File: config.mk
export PLATFORM = sky130hd
export DESIGN_NAME = page_walker
export DESIGN_NICKNAME = d
export VERILOG_FILES = /design/src/rtl/walk_pkg.sv /design/src/rtl/walk_index.sv /design/src/rtl/walk_leaf.sv /design/src/rtl/page_walker.sv
export SDC_FILE = /design/constraint.sdc
export NUM_CORES = 1
export LEC_CHECK = 0
export CORE_MARGIN = 2
export CORE_UTILIZATION = 48
export CTS_CLUSTER_DIAMETER = 200
export CTS_CLUSTER_SIZE = 8
export DETAILED_ROUTE_END_ITERATION = 10
export PLACE_DENSITY = 0.8
export SKIP_CTS_REPAIR_TIMING = 1
export SYNTH_ARGS = -nofsm -noshare
export SYNTH_HDL_FRONTEND = slang
export SYNTH_SLANG_ARGS = --single-unit
File: constraint.sdc
create_clock -name clk -period 4.11 [get_ports clk]
set_input_delay 0.411 -clock clk [delete_from_list [all_inputs] [get_ports clk]]
set_output_delay 0.411 -clock clk [all_outputs]
set_load 0.1 [all_outputs]
File: src/rtl/walk_pkg.sv
// Shared constants and types for the page table walker.
// Assumes 32-bit entries, 36-bit physical addresses, three table levels
// below the context slot, and table pointers held in 16-byte units.
package walk_pkg;

    localparam int VA_W    = 32;  // virtual address width
    localparam int PA_W    = 36;  // physical address width
    localparam int ENT_W   = 32;  // table entry width
    localparam int PTR_SH  = 4;   // pointer-to-byte-address shift
    localparam int NLVL    = 3;   // table levels below the context slot
    localparam int PPN_LO  = 8;   // lowest bit of the page number field
    localparam int PAGE_SH = PPN_LO + PTR_SH; // page number to byte address

    typedef enum logic [1:0] {
        EK_NONE  = 2'd0,
        EK_TABLE = 2'd1,
        EK_PAGE  = 2'd2,
        EK_RSVD  = 2'd3
    } ent_kind_e;

    typedef enum logic [1:0] {
        ST_IDLE  = 2'd0,
        ST_READ  = 2'd1,
        ST_WRITE = 2'd2
    } walk_st_e;

    // Lowest VA bit of the table index used to leave level lvl (0..2).
    function automatic int idx_lo(input int lvl);
        return (lvl == 0) ? 24 : (lvl == 1) ? 18 : 12;
    endfunction

    // Page offset width of a page entry found at level lvl (1..3).
    function automatic int off_w(input int lvl);
        return (lvl == 1) ? 24 : (lvl == 2) ? 18 : 12;
    endfunction

endpackage

File: src/rtl/walk_index.sv
// Address generator for the walker.
// Forms the context slot address from pointer and context number, and the
// address of the next-level entry from a table pointer and the VA index
// field that belongs to the level being left. Purely combinational.
module walk_index
    import walk_pkg::*;
#(
    parameter int CTX_W = 8
) (
    input  logic [VA_W-1:PAGE_SH] va_hi,     // VA bits that feed table indices
    input  logic [1:0]            lvl,       // level of the table pointer (0..2)
    input  logic [ENT_W-1:2]      desc_ptr,  // pointer field of the table entry
    input  logic [ENT_W-1:0]      ctx_ptr,
    input  logic [CTX_W-1:0]      ctx_num,
    output logic [PA_W-1:0]       ctx_addr,
    output logic [PA_W-1:0]       next_addr
);

    logic [PA_W-1:0] idx_by_lvl [NLVL];
    logic [PA_W-1:0] sel_idx;

    // One word-aligned index per level, each from its own VA field.
    for (genvar g = 0; g < NLVL; g++) begin : g_idx
        localparam int LO = idx_lo(g);
        localparam int HI = (g == 0) ? VA_W - 1 : LO + 5;
        assign idx_by_lvl[g] = PA_W'(va_hi[HI:LO]) << 2;
    end

    // Pick the index for the level being left.
    always_comb begin
        case (lvl)
            2'd0:    sel_idx = idx_by_lvl[0];
            2'd1:    sel_idx = idx_by_lvl[1];
            default: sel_idx = idx_by_lvl[2];
        endcase
    end

    // Byte addresses of the next entry and of the context slot.
    always_comb begin
        next_addr = (PA_W'({desc_ptr, 2'b00}) << PTR_SH) + sel_idx;
        ctx_addr  = (PA_W'(ctx_ptr) << PTR_SH) + (PA_W'(ctx_num) << PTR_SH);
    end

endmodule

File: src/rtl/walk_leaf.sv
// Page entry evaluator for the walker.
// Given a page entry and the level it was found at (1..3), forms the
// physical address from the page number and the level's page offset. It
// also produces the entry with the used/dirty flags set as the access
// demands, and says whether a write-back is needed. Purely combinational.
module walk_leaf
    import walk_pkg::*;
#(
    parameter int ACC_BIT = 5,
    parameter int MOD_BIT = 6
) (
    input  logic [1:0]           lvl,
    input  logic [off_w(1)-1:0]  va_lo,     // VA bits that can form an offset
    input  logic [ENT_W-1:0]     ent,
    input  logic                 store,
    output logic [PA_W-1:0]      paddr,
    output logic [ENT_W-1:0]     upd_ent,
    output logic                 need_wb
);

    logic [PA_W-1:0]  off_by_lvl [NLVL];
    logic [PA_W-1:0]  sel_off;
    logic [ENT_W-1:0] set_mask;

    // Page offset for each of the three page sizes.
    for (genvar g = 1; g <= NLVL; g++) begin : g_off
        localparam int W = off_w(g);
        assign off_by_lvl[g-1] = PA_W'(va_lo[W-1:0]);
    end

    // Select the offset of the level the entry came from.
    always_comb begin
        case (lvl)
            2'd1:    sel_off = off_by_lvl[0];
            2'd2:    sel_off = off_by_lvl[1];
            default: sel_off = off_by_lvl[2];
        endcase
    end

    // Physical address and flag update.
    always_comb begin
        paddr    = (PA_W'(ent[ENT_W-1:PPN_LO]) << PAGE_SH) + sel_off;
        set_mask = '0;
        set_mask[ACC_BIT] = 1'b1;
        if (store) set_mask[MOD_BIT] = 1'b1;
        upd_ent  = ent | set_mask;
        need_wb  = !ent[ACC_BIT] || (store && !ent[MOD_BIT]);
    end

endmodule

File: src/rtl/page_walker.sv
// Three-level page table walker (top).
// Accepts one translation request while idle. It either passes the address
// through (translation off) or walks context slot -> level 1 -> level 2 ->
// level 3, one memory read per level, and writes the page entry back when
// its flags change. Assumes the memory answers each request with one
// mem_ack pulse and never acknowledges unrequested accesses usefully.
// Results are registered and held until the next accepted request.
module page_walker
    import walk_pkg::*;
#(
    parameter int CTX_W   = 8,
    parameter int ACC_BIT = 5,
    parameter int MOD_BIT = 6
) (
    input  logic              clk,
    input  logic              rst_n,
    input  logic              req_valid,
    input  logic [VA_W-1:0]   req_vaddr,
    input  logic              req_store,
    input  logic              mmu_enable,
    input  logic [ENT_W-1:0]  ctx_table_ptr,
    input  logic [CTX_W-1:0]  ctx_num,
    output logic              idle,
    output logic              mem_req,
    output logic              mem_we,
    output logic [PA_W-1:0]   mem_addr,
    output logic [ENT_W-1:0]  mem_wdata,
    input  logic              mem_ack,
    input  logic [ENT_W-1:0]  mem_rdata,
    output logic              done,
    output logic              fault,
    output logic              xlat_off,
    output logic [1:0]        res_level,
    output logic [PA_W-1:0]   res_paddr,
    output logic [ENT_W-1:0]  res_entry
);

    localparam logic [1:0] LAST_LVL = 2'(NLVL);

    walk_st_e         state_q;
    logic [1:0]       lvl_q;
    logic [VA_W-1:0]  va_q;
    logic             store_q;
    logic [PA_W-1:0]  addr_q;
    logic [ENT_W-1:0] wdata_q;

    logic [PA_W-1:0]  ctx_addr;
    logic [PA_W-1:0]  next_addr;
    logic [PA_W-1:0]  leaf_paddr;
    logic [ENT_W-1:0] leaf_ent;
    logic             leaf_wb;
    ent_kind_e        kind;

    walk_index #(.CTX_W(CTX_W)) u_index (
        .va_hi     (va_q[VA_W-1:PAGE_SH]),
        .lvl       (lvl_q),
        .desc_ptr  (mem_rdata[ENT_W-1:2]),
        .ctx_ptr   (ctx_table_ptr),
        .ctx_num   (ctx_num),
        .ctx_addr  (ctx_addr),
        .next_addr (next_addr)
    );

    walk_leaf #(.ACC_BIT(ACC_BIT), .MOD_BIT(MOD_BIT)) u_leaf (
        .lvl     (lvl_q),
        .va_lo   (va_q[off_w(1)-1:0]),
        .ent     (mem_rdata),
        .store   (store_q),
        .paddr   (leaf_paddr),
        .upd_ent (leaf_ent),
        .need_wb (leaf_wb)
    );

    // Memory port and status decoded from the walk state.
    always_comb begin
        kind      = ent_kind_e'(mem_rdata[1:0]);
        idle      = (state_q == ST_IDLE);
        mem_req   = (state_q != ST_IDLE);
        mem_we    = (state_q == ST_WRITE);
        mem_addr  = addr_q;
        mem_wdata = wdata_q;
    end

    // Walk sequencer and result registers.
    always_ff @(posedge clk) begin
        if (!rst_n) begin
            state_q   <= ST_IDLE;
            lvl_q     <= '0;
            va_q      <= '0;
            store_q   <= 1'b0;
            addr_q    <= '0;
            wdata_q   <= '0;
            done      <= 1'b0;
            fault     <= 1'b0;
            xlat_off  <= 1'b0;
            res_level <= '0;
            res_paddr <= '0;
            res_entry <= '0;
        end else begin
            done <= 1'b0;
            case (state_q)
                ST_IDLE: begin
                    if (req_valid) begin
                        va_q    <= req_vaddr;
                        store_q <= req_store;
                        lvl_q   <= '0;
                        if (!mmu_enable) begin
                            done      <= 1'b1;
                            fault     <= 1'b0;
                            xlat_off  <= 1'b1;
                            res_level <= '0;
                            res_entry <= '0;
                            res_paddr <= PA_W'(req_vaddr);
                        end else begin
                            addr_q  <= ctx_addr;
                            state_q <= ST_READ;
                        end
                    end
                end
                ST_READ: begin
                    if (mem_ack) begin
                        if (kind == EK_TABLE && lvl_q != LAST_LVL) begin
                            addr_q <= next_addr;
                            lvl_q  <= lvl_q + 2'd1;
                        end else if (kind == EK_PAGE && lvl_q != 2'd0) begin
                            fault     <= 1'b0;
                            xlat_off  <= 1'b0;
                            res_level <= lvl_q;
                            res_paddr <= leaf_paddr;
                            res_entry <= leaf_ent;
                            if (leaf_wb) begin
                                wdata_q <= leaf_ent;
                                state_q <= ST_WRITE;
                            end else begin
                                done    <= 1'b1;
                                state_q <= ST_IDLE;
                            end
                        end else begin
                            fault     <= 1'b1;
                            xlat_off  <= 1'b0;
                            res_level <= lvl_q;
                            res_paddr <= '0;
                            res_entry <= mem_rdata;
                            done      <= 1'b1;
                            state_q   <= ST_IDLE;
                        end
                    end
                end
                ST_WRITE: begin
                    if (mem_ack) begin
                        done    <= 1'b1;
                        state_q <= ST_IDLE;
                    end
                end
                default: state_q <= ST_IDLE;
            endcase
        end
    end


    req_hold_chk: assert property (@(posedge clk) disable iff (!rst_n)
        mem_req && !mem_ack |=> mem_req && $stable(mem_addr)
                                && $stable(mem_we) && $stable(mem_wdata));


    done_pulse_chk: assert property (@(posedge clk) disable iff (!rst_n)
        done |=> !done);


    wb_same_addr_chk: assert property (@(posedge clk) disable iff (!rst_n)
        $rose(mem_we) |-> $stable(mem_addr));


    bypass_quiet_chk: assert property (@(posedge clk) disable iff (!rst_n)
        done && xlat_off |-> !fault && !mem_req);


    fault_no_pa_chk: assert property (@(posedge clk) disable iff (!rst_n)
        done && fault |-> res_paddr == '0 && !xlat_off);

endmodule

# Word level (Yosys, flattened, before mapping)
# Cells that the tools add are included.
[word_totals] register_bits=178 output_inout_bits=144 input_bits=110
[op_classes] n_bitwise=2 reduce_logical=17 muxes=56 addsub=4 n_eq_ne=14
[op_table] cell="two-way mux 36 bit" n=9
[op_table] cell="two-way mux 32 bit" n=5
[op_table] cell="case mux 36 bit (2 select lines)" n=2
[op_table] cell="case mux 32 bit (2 select lines)" n=1
[op_table] cell="case mux 24 bit (2 select lines)" n=1
[op_table] cell="adder 36 x 12 -> 36 bit" n=1
[op_table] cell="adder 36 x 24 -> 36 bit" n=1
[op_table] cell="adder 36 bit" n=1
[op_table] cell="OR 32 x 7 -> 32 bit" n=1
[op_table] cell="two-way mux 2 bit" n=14
[op_table] cell="case mux 10 bit (2 select lines)" n=1
[op_table] cell="AND reduction 5 bit" n=4
[op_table] cell="two-way mux 1 bit" n=17
[op_table] cell="inequality test 2 bit (second input constant)" n=7
[op_table] cell="case mux 2 bit (2 select lines)" n=2
[op_table] cell="equality test 2 x 1 -> 1 bit (second input constant)" n=3
[op_table] cell="equality test 2 bit (second input constant)" n=3
[op_table] cell="case mux 2 bit (3 select lines)" n=1
[op_table] cell="nonzero test 2 bit" n=3
[op_table] cell="logical NOT 2 bit" n=2
[op_table] cell="case mux 1 bit (2 select lines)" n=2
[op_table] cell="AND reduction 4 bit" n=1
[op_table] cell="logical AND 1 bit" n=3
[op_table] cell="case mux 1 bit (3 select lines)" n=1
[op_table] cell="6 further kinds" n=7

# Longest topological paths before layout
# Gate-level depths: netlist of the first run.
[depth] depth_word=8 ltp_mapped=15 depth_no_buf=14

# Modules after synthesis
# From an unflattened synthesis of the first run, not the netlist that was laid out.
[hier_totals] hier_cells=1353 area_unflattened_um2=11036.8
[modules_own_cells] mod="page_walker" cells_per_inst=946 n_inst=1 area_per_inst_um2=8112.8 seq_area_each_um2=3563.4
[modules_own_cells] mod="walk_index" cells_per_inst=243 n_inst=1 area_per_inst_um2=1735.4 seq_area_each_um2=0.0
[modules_own_cells] mod="walk_leaf" cells_per_inst=164 n_inst=1 area_per_inst_um2=1188.6 seq_area_each_um2=0.0

# Least setup slack after synthesis of the first run
# No wires, ideal clock.
[synth_timing] path_type="reg2reg" startpoint="reg state_q[0]" endpoint="reg addr_q[28] (netlist: mem_addr[28])" required_ns=4.027 path_stages_with_launch=8 arrival_ns=3.894 path_slack_ns=0.134 period_less_slack_ns=3.976 path_buffers=2 path_cell_list="dfxtp_1 clkbuf_1 nor2_1 inv_1 nor2_1 nand2_1 clkbuf_1 o221ai_1"
[synth_via] elab_chain_len=3 word_cells_on_any_way=9
[synth_lines] item="from (decl)" line="page_walker.sv:40" text="walk_st_e state_q;"
[synth_lines] item="from (signal assigned)" line="page_walker.sv:87" text="state_q <= ST_IDLE;"
[synth_lines] item="from (signal assigned)" line="page_walker.sv:116" text="state_q <= ST_READ;"
[synth_lines] item="from (signal assigned)" line="page_walker.sv:133" text="state_q <= ST_WRITE;"
[synth_lines] item="logical NOT 2 bit *"
[synth_lines] item="named net idle" line="page_walker.sv:23" text="output logic idle,"
[synth_lines] item="inequality test 2 bit (no source line) or nonzero test 2 bit (tied branches)"
[synth_lines] item="AND reduction 5 bit (no source line)"
[synth_lines] item="to (signal assigned)" line="page_walker.sv:115" text="addr_q <= ctx_addr;"
[synth_lines] item="to (signal assigned)" line="page_walker.sv:123" text="addr_q <= next_addr;"
[synth_lines] item="to (decl)" line="page_walker.sv:44" text="logic [PA_W-1:0] addr_q;"
# The timed path passes the listed nets; every way through them passes the cells marked *.
# A chain may end at the register's enable or synchronous reset.

# Final worst setup path of the first run
[layout_timing] startpoint="reg lvl_q[1]" endpoint="reg addr_q[34] (netlist: mem_addr[34])"
[layout_via] elab_chain_len=6 word_cells_on_any_way=11
[layout_lines] item="from (decl)" line="page_walker.sv:41" text="logic [1:0] lvl_q;"
[layout_lines] item="from (signal assigned)" line="page_walker.sv:124" text="lvl_q <= lvl_q + 2'd1;"
[layout_lines] item="equality test 2 x 1 -> 1 bit or logical NOT 2 bit (tied branches)" line="walk_index.sv:31" text="case (lvl)"
[layout_lines] item="case mux 10 bit (2 select lines)" line="walk_index.sv:31"
[layout_lines] item="adder 36 bit" line="walk_index.sv:40" text="next_addr = (PA_W'({desc_ptr, 2'b00}) << PTR_SH) + sel_idx;"
[layout_lines] item="two-way mux 36 bit" line="page_walker.sv:122" text="if (kind == EK_TABLE && lvl_q != LAST_LVL) begin"
[layout_lines] item="two-way mux 36 bit" line="page_walker.sv:121" text="if (mem_ack) begin"
[layout_lines] item="case mux 36 bit (2 select lines)" line="page_walker.sv:101" text="case (state_q)"
# Several ways; a longest one is shown, not always the timed one. The select of a mux whose other input is x is not followed.

==> summary.txt, run 1 <==
Timing
  • Clock skew: about 11 ps
  • Final hold violations: 0
  • Unrepaired setup endpoints after global routing: no
  • Endpoints failing setup: 0
  • Pins Over Slew Limit: 0
  • Slew margin rel.: between 10% and 20%
  • Crit share post-route: 90.1%
  • Slew @ Worst Pin: 1250 ps
  • Min Tclk post-route: 3700 ps
  • TNS Setup: 0 ps
  • Fmax achieved: 0.270 GHz

Critical path
  • Critical setup path kind: reg2reg
  • Critical Path Start: lvl_q[1]
  • Worst setup EP type: flop
  • CP startpoint kind: flop
  • Worst path arrival time: 4020 ps
  • Req. time, crit path: 4420 ps
  • Crit path max fanout: 10
  • Reg2Reg Launch Point: lvl_q[1]

Drt
  • DRT Pass-1 Iters: 7
  • Via count: 9464
  • DRT Wirelength: 31300 um
  • Iter 0 DRT Violations: between 800 and 900
  • Routed Antenna Nets: 0
  • Routed length per placed instance: between 15 and 20 um
  • DRC Markers: 0
  • Vias per cell: roughly 5.9

Yosys
  • Synth area leader: dfxtp_1
  • Syn_area_per_cell: around 8 um^2
  • Ys flop type: dfxtp_1
  • Synth area leaders: dfxtp_1 (40%), nand2_1 (11%), a21oi_1 (6.8%)
  • Number of synthesized flops with an enable pin: 0
  • Syn Std Cell Area: 8910 um^2
  • Yosys cell types: 65
  • Top cell type's share of synthesized area: 39.5%
  • Post-Synthesis Cells: around 1100
  • Yosys Warn Count: 0
  • Sequential area share after synthesis: 39.5%
  • Synth Register Bits: 176
  • Async set-reset flop share out of synthesis: 0%

Global routing
  • Met3 Usage GRT: 6.50%
  • Met1 usage: between 40 and 50%
  • First-pass GRT wire length: around 48000 um
  • Global Route Usage Sum: 30.9%
  • Total gr overflow: 0
  • Most Crowded Layer GR: met2
  • Largest net degree at the start of global routing: slightly below 60
  • Met2 Use GR: 50.4%
  • Vias in the first global route: 8856
  • Initial antenna violation count: 0

Die
  • Initial Utilization: 49.3%
  • Placeable Area: 18100 um^2
  • Die area: between 15000 and 20000 um^2
  • Num ports: 254
  • Row Count: between 40 and 50
  • Width of the die: 140 um
  • Die Ht: 140 um

Clocking
  • Clk buf depth: 2
  • Worst-path clk slew: approximately 70 ps
  • Htree depth: 4
  • CTS root buf: clkbuf_16
  • Clock Latency Late Sink: 440 ps
  • CTS tree: yes
  • TritonCTS Buffers: 17
  • Clock sinks: 176

Cells and area
  • Most frequent cells in the layout: nand2_1 (255), clkdlybuf4s50_1 (251), dfxtp_1 (176)
  • Fin area: 12300 um^2
  • Fill cell count: 1488
  • Area delta synth->final: 37.9%
  • Post-layout nets: 1502
  • Proportion of layout cells with a drive suffix above 1: 5.53%
  • Diodes inserted: 0
  • Commonest non-fill, non-tap cell in the layout: nand2_1
  • Area of the multi-input gates: between 5000 and 6000 um^2
  • Area occupied by registers: 3520 um^2

Power and ir drop
  • Worst VDD drop: 0.000321 V
  • Power per cell area: between 300 and 400 nW/um^2
  • LEAKAGE: 4.47 nW

Placed design
  • Buffers on Ports: 251
  • Placer Congestion: 0.904
  • Post-DP Area: between 10000 and 15000 um^2
  • Dpl hpwl: 22400 um

Job
  • Max-Cap Viols: 0

Worst hold path
  • Min-delay src: res_entry[27]
  • HP Class: reg2reg

Status
  • Status: complete, no violations
[power breakdown]
part	internal, mW	switching (mW)	leakage, nW
combinational	0.320	0.708	2.71
clock	1.07	0.706	0.321
sequential	1.77	0.0425	1.43
[flip-flops by register name (all words and copies together), names as in the netlist]
register,flops
store_q,1
res_entry,32
res_level,2
va_q,32
mem_addr,34
fault,1
done,1
res_paddr,36
xlat_off,1
lvl_q,2
mem_wdata,32
state_q,2
[per-stage QoR]
step / util [%] / std cells / setup slack [ps] / hold WS, ps / power (mW)
after floorplan: - / 1146 / 134 / 432 / 2.51
after detailed placement: 64.4 / 1571 / 467 / 442 / 2.86
final: 68.0 / 1603 / 407 / 452 / 4.62
after CTS: 68.0 / 1603 / 458 / 452 / 4.62
after global routing: 68.0 / 1603 / 224 / 465 / 4.76
after global placement: 64.4 / 1571 / 657 / 437 / 2.86
[routing by layer]
metal	routed length (um)	part of all wire (%)
met2	14600	47
met1	12600	40
met5	0	0
met3	3380	11
met4	804	2.6
[final timing paths]
| check | to | slack, ps | cells past startpoint |
|---|---|---|---|
| setup reg to reg | mem_addr[34] | 410 | 14 |
| setup / recovery | mem_addr[34] | 410 | 14 |
| hold reg to reg | res_entry[27] | 450 | 2 |
| hold / removal | res_entry[27] | 450 | 2 |
[critical path, stage by stage, from the launching register on]
cell      delay [ps]
dfxtp_1          400
inv_1            100
ha_1             300
nor2_1           260
a221o_1          210
ha_1             210
inv_1             70
fa_1             390
nor2b_1          180
o21a_1           130
nor2_1           130
or4b_2           680
xnor2_1          150
a222oi_1         310
nor2_1            60
[cell type report]
cell class / instances / area share (%)
Inverter: 15 / 0.478
Tap cell: 229 / 2.33
Multi-Input combinational cell: 873 / 41.0
Sequential cell: 176 / 28.7
Clock buffer: 20 / 3.80
Clock inverter: 12 / 1.46
Timing Repair Buffer: 278 / 22.3
[synth_stat cells, drive strengths merged (3+ instances only)]
cell type  instances
xor2              35
inv               15
nor3b              6
and3              15
and2              20
or3                4
nand2b             7
nor3              18
o211ai             5
a31oi             23
and4               5
o21ai             17
dfxtp            176
a21oi            123
clkbuf            73
o22ai              5
buf                9
o21bai             3
fa                 3
or4                3
nor2              68
nand2            255
o221ai            18
nand3             70
a22oi             19
o21a               9
nor2b              6
a21o               7
nand4             15
or2                3
a221oi             8
ha                28
a211o              3
xnor2             35
a211oi             5
or4b               3
[kinds of logic (layout without fill, tap and decap cells)]
family	after synthesis	after routing	synth area share (%)
compound gates	264	264	18.7
other cells	1	2	0.0421
flops	176	176	39.5
simple gates	505	505	25.9
mux	1	1	0.112
buf+inv	97	325	4.18
xor+xnor	70	70	6.88
fa+ha+maj	31	31	4.60
Power figures use the tool's default switching activity.
==> run 2, diff against run 1 <==
--- a/config.mk
+++ b/config.mk
@@ -5,6 +5,7 @@
 export SDC_FILE = /design/constraint.sdc
 export NUM_CORES = 1
 export LEC_CHECK = 0
+export CAP_MARGIN = 25
 export CORE_MARGIN = 2
 export CORE_UTILIZATION = 48
 export CTS_CLUSTER_DIAMETER = 200
==> summary.txt, run 2 (synthesized netlist as in run 1, its figures left out) <==
Timing
  • Slew @ Worst Pin: 1090 ps
  • Final setup margin: between 400 and 500 ps
  • Min Tclk post-route: approximately 3700 ps
  • Slew margin rel.: between 20% and 30%
  • Pins Over Slew Limit: 0
  • Clock skew: around 6.2 ps
  • Endpoints failing setup: 0
  • Final hold violations: 0
  • Fmax achieved: 0.271 GHz
  • TNS Setup: 0 ps
  • Unrepaired setup endpoints after global routing: no
  • Crit share post-route: approximately 90%

Die
  • Row Count: 49
  • Die area: 19700 um^2
  • Die Ht: roughly 140 um
  • Initial Utilization: 49.3%
  • Placeable Area: 18100 um^2
  • Width of the die: 140 um
  • Num ports: between 200 and 300

Cells and area
  • Fin area: roughly 12000 um^2
  • Fill cell count: roughly 1500
  • Most frequent cells in the layout: nand2_1 (255), clkdlybuf4s50_1 (251), dfxtp_1 (176)
  • Commonest non-fill, non-tap cell in the layout: nand2_1
  • Post-layout nets: 1503
  • Proportion of layout cells with a drive suffix above 1: between 5 and 6%
  • Max FFs per register: 36
  • Area delta synth->final: 37.6%
  • Largest reg by FF count: res_paddr

Clocking
  • CTS tree: yes
  • Clock Latency Late Sink: approximately 430 ps
  • Htree depth: 4
  • TritonCTS Buffers: 17
  • CTS root buf: clkbuf_16
  • Worst-path clk slew: 70 ps
  • Clock sinks: ~180
  • Clk buf depth: 2

Critical path
  • CP startpoint kind: flop
  • Worst path arrival time: 4010 ps
  • Crit path max fanout: 10
  • Worst setup EP type: flop
  • Critical setup path kind: reg2reg
  • Req. time, crit path: 4420 ps

Power and ir drop
  • Reg power frac: between 40% and 50%
  • Worst VDD drop: roughly 0.0003 V
  • Power per cell area: roughly 370 nW/um^2
  • LEAKAGE: between 4 and 5 nW
  • Switch share: 32.0%
  • Combinational power share: 23.0%
  • P_sw: 1.43 mW
  • Clk pwr share: 36.6%
  • Internal power: 3.05 mW

Placed design
  • Dpl ws: 479 ps
  • Placer Congestion: between 0.9 and 1
  • Post-DP Area: 11700 um^2
  • Dpl hpwl: 22500 um
  • Buffers on Ports: 251

Drt
  • Via count: 9458
  • DRT Pass-1 Iters: 6
  • DRT Wirelength: 31400 um
  • Routed length per placed instance: about 20 um
  • Iter 0 DRT Violations: between 800 and 900
  • Vias per cell: 5.89
  • DRC Markers: 0
  • Routed Antenna Nets: 0

Global routing
  • Vias in the first global route: a little under 9000
  • Initial antenna violation count: 1
  • Global Route Usage Sum: 31.0%
  • Total gr overflow: 0
  • First-pass GRT wire length: 48400 um
  • Largest net degree at the start of global routing: 58

Job
  • Max-Cap Viols: 0

Status
  • Status: complete, no violations

Worst hold path
  • HP Class: reg2reg
-- run 2: path summary, 6_finish.rpt --
check | depth (start not counted) | start | slack [ps] | endpoint
setup / recovery | 14 | lvl_q[1] | 420 | mem_addr[34]
hold / removal | 2 | res_entry[27] | 450 | res_entry[27]
setup reg to reg | 14 | lvl_q[1] | 420 | mem_addr[34]
hold reg to reg | 2 | res_entry[27] | 450 | res_entry[27]
-- run 2: metrics by stage --
stage / hold slack [ps] / cells / util [%] / power (mW)
global placement: 437 / 1571 / 64.4 / 2.86
global route: 467 / 1605 / 67.8 / 4.63
floorplan: 432 / 1146 / - / 2.51
finish: 451 / 1605 / 67.8 / 4.49
detailed placement: 442 / 1572 / 64.5 / 2.87
CTS: 451 / 1604 / 67.8 / 4.49
-- run 2: power groups by stage --
stage / clock [mW] / combinational, mW / sequential, mW
after global routing: 1.73 / 1.08 / 1.82
after global placement: 0 / 1.01 / 1.85
after detailed placement: 0 / 1.02 / 1.85
after CTS: 1.65 / 1.02 / 1.81
after floorplan: 0 / 0.329 / 2.18
final: 1.64 / 1.03 / 1.82
-- run 2: final cells by class --
cell class                      instances  area [um^2]  area share [%]
Antenna cell                            1         2.50          0.0204
Timing Repair Buffer                  279         2770            22.6
Inverter                               15         58.8           0.479
Clock buffer                           23          488            3.98
Tap cell                              229          287            2.34
Multi-Input combinational cell        873         5040            41.1
Sequential cell                       176         3520            28.7
Clock inverter                          9          106           0.867
-- run 2: routing by layer --
| layer | track usage (%) | vias up | wire (um) |
|---|---|---|---|
| met5 | 0 | - | 0 |
| met4 | 9.99 | 0 | 994 |
| met3 | 6.87 | 77 | 3280 |
| met2 | 50.9 | 503 | 14400 |
| met1 | 40.8 | 4436 | 12700 |
| li1 | - | 4442 | - |
-- run 2: critical path: stages (launching register included) --
cell      delay, ps
dfxtp_1         400
inv_1           100
ha_1            300
nor2_1          260
a221o_1         210
ha_1            200
inv_1            70
fa_1            380
nor2b_1         170
o21a_1          130
nor2_1          130
or4b_2          680
xnor2_1         150
a222oi_1        310
nor2_1           60
